[src/rtl/card_ioread_target.sv]
module card_ioread_target #(
  parameter int AW       = 10,
  parameter int DW       = 8,
  parameter int MAX_WAIT = 53,
  localparam int CW      = $clog2(MAX_WAIT + 1)
) (
  input  logic          clk,
  input  logic          rst_n,
  input  logic [AW-1:0] host_addr,
  input  logic          host_reg_n,
  input  logic          host_ce_n,
  input  logic          host_iord_n,
  output logic          ack_n,
  output logic          wait_n,
  output logic          data_oe,
  output logic [DW-1:0] data_o,
  output logic          rd_req,
  output logic [AW-1:0] rd_addr,
  input  logic          rd_done,
  input  logic [DW-1:0] rd_data
);

  typedef enum logic [1:0] {ST_IDLE, ST_WAIT, ST_HOLD} state_t;

  state_t        st;
  logic [1:0]    iord_sy, ce_sy, reg_sy;
  logic          iord_d;
  logic [CW-1:0] wcnt;

  wire strobe_fall = iord_d & ~iord_sy[1];
  wire strobe_rise = ~iord_d & iord_sy[1];
  wire selected    = ~ce_sy[1] & ~reg_sy[1];
  wire limit_hit   = (wcnt == CW'(MAX_WAIT - 1));

  always_ff @(posedge clk or negedge rst_n) begin
    if (!rst_n) begin
      iord_sy <= 2'b11;
      ce_sy   <= 2'b11;
      reg_sy  <= 2'b11;
      iord_d  <= 1'b1;
    end else begin
      iord_sy <= {iord_sy[0], host_iord_n};
      ce_sy   <= {ce_sy[0], host_ce_n};
      reg_sy  <= {reg_sy[0], host_reg_n};
      iord_d  <= iord_sy[1];
    end
  end

  always_ff @(posedge clk or negedge rst_n) begin
    if (!rst_n) begin
      st      <= ST_IDLE;
      ack_n   <= 1'b1;
      wait_n  <= 1'b1;
      data_oe <= 1'b0;
      data_o  <= '0;
      rd_req  <= 1'b0;
      rd_addr <= '0;
      wcnt    <= '0;
    end else begin
      rd_req <= 1'b0;
      case (st)
        ST_IDLE: begin
          if (strobe_fall && selected) begin
            st      <= ST_WAIT;
            ack_n   <= 1'b0;
            wait_n  <= 1'b0;
            data_oe <= 1'b1;
            data_o  <= '0;
            rd_req  <= 1'b1;
            rd_addr <= host_addr;
            wcnt    <= '0;
          end
        end
        ST_WAIT: begin
          if (strobe_rise) begin
            st      <= ST_IDLE;
            ack_n   <= 1'b1;
            wait_n  <= 1'b1;
            data_oe <= 1'b0;
            data_o  <= '0;
          end else if (rd_done) begin
            st     <= ST_HOLD;
            wait_n <= 1'b1;
            data_o <= rd_data;
          end else if (limit_hit) begin
            st     <= ST_HOLD;
            wait_n <= 1'b1;
            data_o <= '1;
          end else begin
            wcnt <= wcnt + 1'b1;
          end
        end
        ST_HOLD: begin
          if (strobe_rise) begin
            st      <= ST_IDLE;
            ack_n   <= 1'b1;
            data_oe <= 1'b0;
            data_o  <= '0;
          end
        end
        default: st <= ST_IDLE;
      endcase
    end
  end

endmodule


[config.mk]
export PLATFORM = sky130hd
export DESIGN_NAME = card_ioread_target
export DESIGN_NICKNAME = d
export VERILOG_FILES = /design/src/rtl/card_ioread_target.sv
export SDC_FILE = /design/constraint.sdc
export NUM_CORES = 1
export LEC_CHECK = 0
export BUFFER_PORTS_ARGS = -buffer_cell sky130_fd_sc_hd__buf_2
export CORE_MARGIN = 4
export CORE_UTILIZATION = 45
export DETAILED_ROUTE_END_ITERATION = 8
export GPL_TIMING_DRIVEN = 0
export HOLD_SLACK_MARGIN = 0.12
export PLACE_DENSITY = 0.7
export SETUP_SLACK_MARGIN = 0.3
export SLEW_MARGIN = 20
export SYNTH_ARGS = -nofsm -noshare
export SYNTH_HDL_FRONTEND = slang
export SYNTH_SLANG_ARGS = --single-unit
[constraint.sdc]
create_clock -name clk -period 6.27 [get_ports clk]
set_clock_uncertainty 0.15 [all_clocks]
set_input_delay 1.254 -clock clk [delete_from_list [all_inputs] [get_ports clk]]
set_output_delay 1.254 -clock clk [all_outputs]
set_load 0.01 [all_outputs]
==> reports/metrics.cfg <==
[clock_tree]
post_cts_buffers = 0
path_clk_slew_ns = 0.07
cts.sinks = 37
cts_tree = done
cts.repair.resized = 0
hold_buffers = 0
cts_buffer_depth = 2
h-tree-depth = 2
ctsRootBufferMaster = clkbuf_8
cts_buffers = 5
insertion_delay_ns = 0.29

[critical_path]
cp-end-kind = flop
critPathRequiredTime_ns = 6.29
crit_fanout = 10
critPathKind = input port to flop
start_kind = input port
critPathArrivalTime_ns = 2.59
reg2reg_slack_ns = 3.88

[synthesis]
syn-num-nets = 186
synth_mux_area_share_pct = 0.6613
syn_area_per_cell_um2 = 10.92
synth_top_area_cell = dfrtp_1
ys_top_cells_by_area = dfrtp_1, dfstp_2, nand2_1
synth_top_area_share_pct = 41.15
synth-xor-area-share_pct = 0
synth_top_family_by_area = simple AND/OR/NAND/NOR gates
synth_ff_type = dfrtp_1
synth-seq-cells = 37
synth_compound_area_share_pct = 15.94
yosysMostFrequentCell = nand2_1
synth.yosys.warnings = 0
synth_fa_ha_area_share_pct = 4.409
ys_seq_area_share_pct = 55.03
async_flop_share_pct = 100.0
synth_edf_count = 0
synthesis.instances = 156
yosysUniqueCellTypes = 41
syn_area_um2 = 1703
synthSimpleGateAreaFrac_pct = 20.87
synth_common_cells = nand2_1, dfrtp_1, nand2b_1

[timing]
slew_viol_final = 0
tns_ns = 0
finalCritPeriodShare_pct = 40.95
clock.fmax_mhz = 389.5
finalCriticalPeriod_ns = 2.567
relSlewSlack_pct = 47.15
rsz0062_at_grt = false
worst_pin_slew_ns = 0.7928
setup_viol = 0
hold_viol_final = 0
fin_hold_ws_ns = 0.2069

[floorplanning]
start_util_pct = 46.51
die_area_um2 = 4832
dieWidth_um = 69.52
io_pins = 46
die_h_um = 69.52
rows = 22
core-area_um2 = 3661

[pwr]
irDropWorstVdd_uv = 255.6
p_per_area_nw_per_um2 = 425.1
leakage_nw = 1.021
total_power_w = 0.0008804

[drt]
drtAntennaViolNets = 0
drt_iter0_markers = 66
drc = 0
drt-total-wl_mm = 3.891
via_per_inst = 5.428
first_pass_iters = 4
vias = 1395
post_drt_wl_per_cell_um = 15.14

[global_route]
grt_usage_pct = 17.46
antenna_found_initial = 0
grt_max_degree = 38
overflow = 0
grt_first_pass_wirelength_mm = 6.810
grt_pass1_vias = 1504

[place]
dp_hpwl_mm = 2.895
port_buffers = 45
gp_congestion = 0.8941
dp_cells = 249

[final_layout]
fin_nets = 238
syn_to_final_growth_pct = 21.60
diodes = 0
final_cells = 257
final_layout_size_suffix_gt1_share_pct = 32.54

[run_status]
outcome = finished, final reports clean

[job]
cap_violations = 0

[min_path]
hold_path.class = flop to flop

## path summary, 6_finish.rpt
| path | start | to | cells past startpoint |
|---|---|---|---|
| min reg2reg | ce_sy[0]$_DFF_PN1_ | ce_sy[1]$_DFF_PN1_ | 0 |
| max | rd_done | wcnt[5]$_DFFE_PN0P_ | 5 |
| max in group asynchronous | rst_n | rd_addr[4]$_DFFE_PN0P_ | 1 |
| max reg2reg | st[1]$_DFFE_PN0P_ | wcnt[3]$_DFFE_PN0P_ | 7 |
| min in group asynchronous | rst_n | wcnt[1]$_DFFE_PN0P_ | 1 |
| min | ce_sy[0]$_DFF_PN1_ | ce_sy[1]$_DFF_PN1_ | 0 |
## area by class of cell
class	instances	area, µm²
buffer	6	30.03
clock buffer	6	72.57
clock inverter	2	10.01
fill	312	1590
inverter	6	22.52
multi-input combinational	107	713.2
sequential	37	937.1
tap	48	60.06
timing repair buffer	45	225.2
## cell usage in the layout (no fill, tap or decap), drive strengths merged, types with 2 or more instances in the layout
master / count
a21oi: 2
a22o: 9
a32o: 2
and2: 3
buf: 46
clkbuf: 11
clkinv: 2
dfrtp: 28
dfstp: 9
ha: 6
inv: 6
nand2: 38
nand2b: 10
nand3: 2
nor2: 2
nor3: 2
nor4b: 3
o211ai: 4
o21ai: 3
o311ai: 3
## cells by family after synthesis
family                   count (synthesis)
adder cells (fa/ha/maj)                  6
AND/OR/NAND/NOR                         67
AO/OA/AOI/OAI                           33
multiplexers                             1
flip-flops                              37
buffers and inverters                   12
## state kept, by name (all words and copies together), names as in the netlist
| signal | cells |
|---|---|
| ack_n | 1 |
| ce_sy | 2 |
| data_o | 8 |
| data_oe | 1 |
| iord_d | 1 |
| iord_sy | 2 |
| rd_addr | 10 |
| rd_req | 1 |
| reg_sy | 2 |
| st | 2 |
| wait_n | 1 |
| wcnt | 6 |
## worst max-delay path, cell delays in order
cell,delay [ns]
buf_2,0.12
clkbuf_1,0.22
nor4b_1,0.40
mux2_2,0.37
a22o_1,0.23
## where the power goes
| group | internal, W | switching, W | leakage, nW |
|---|---|---|---|
| sequential | 0.000322 | 0.0000548 | 0.455 |
| combinational | 0.000145 | 0.000200 | 0.522 |
| clock | 0.0000770 | 0.0000815 | 0.0450 |
## per-stage QoR
stage / instance area [µm²] / util (%) / setup WS [ns]
after floorplan: 1703 / - / 3.682
after global placement: 1988 / 54.31 / 3.456
after detailed placement: 1988 / 54.31 / 3.383
after CTS: 2071 / 56.56 / 3.694
after global routing: 2071 / 56.56 / 3.624
final: 2071 / 56.56 / 3.703
## metal layers
layer	global-route usage, %	wire length (µm)	vias to the layer above
met5	0	0	-
met4	5.640	83	0
met3	6.232	257	11
met2	28.92	1931	51
met1	21.16	1618	670
li1	-	-	663
Note: power is estimated with default switching activity, not from simulation.
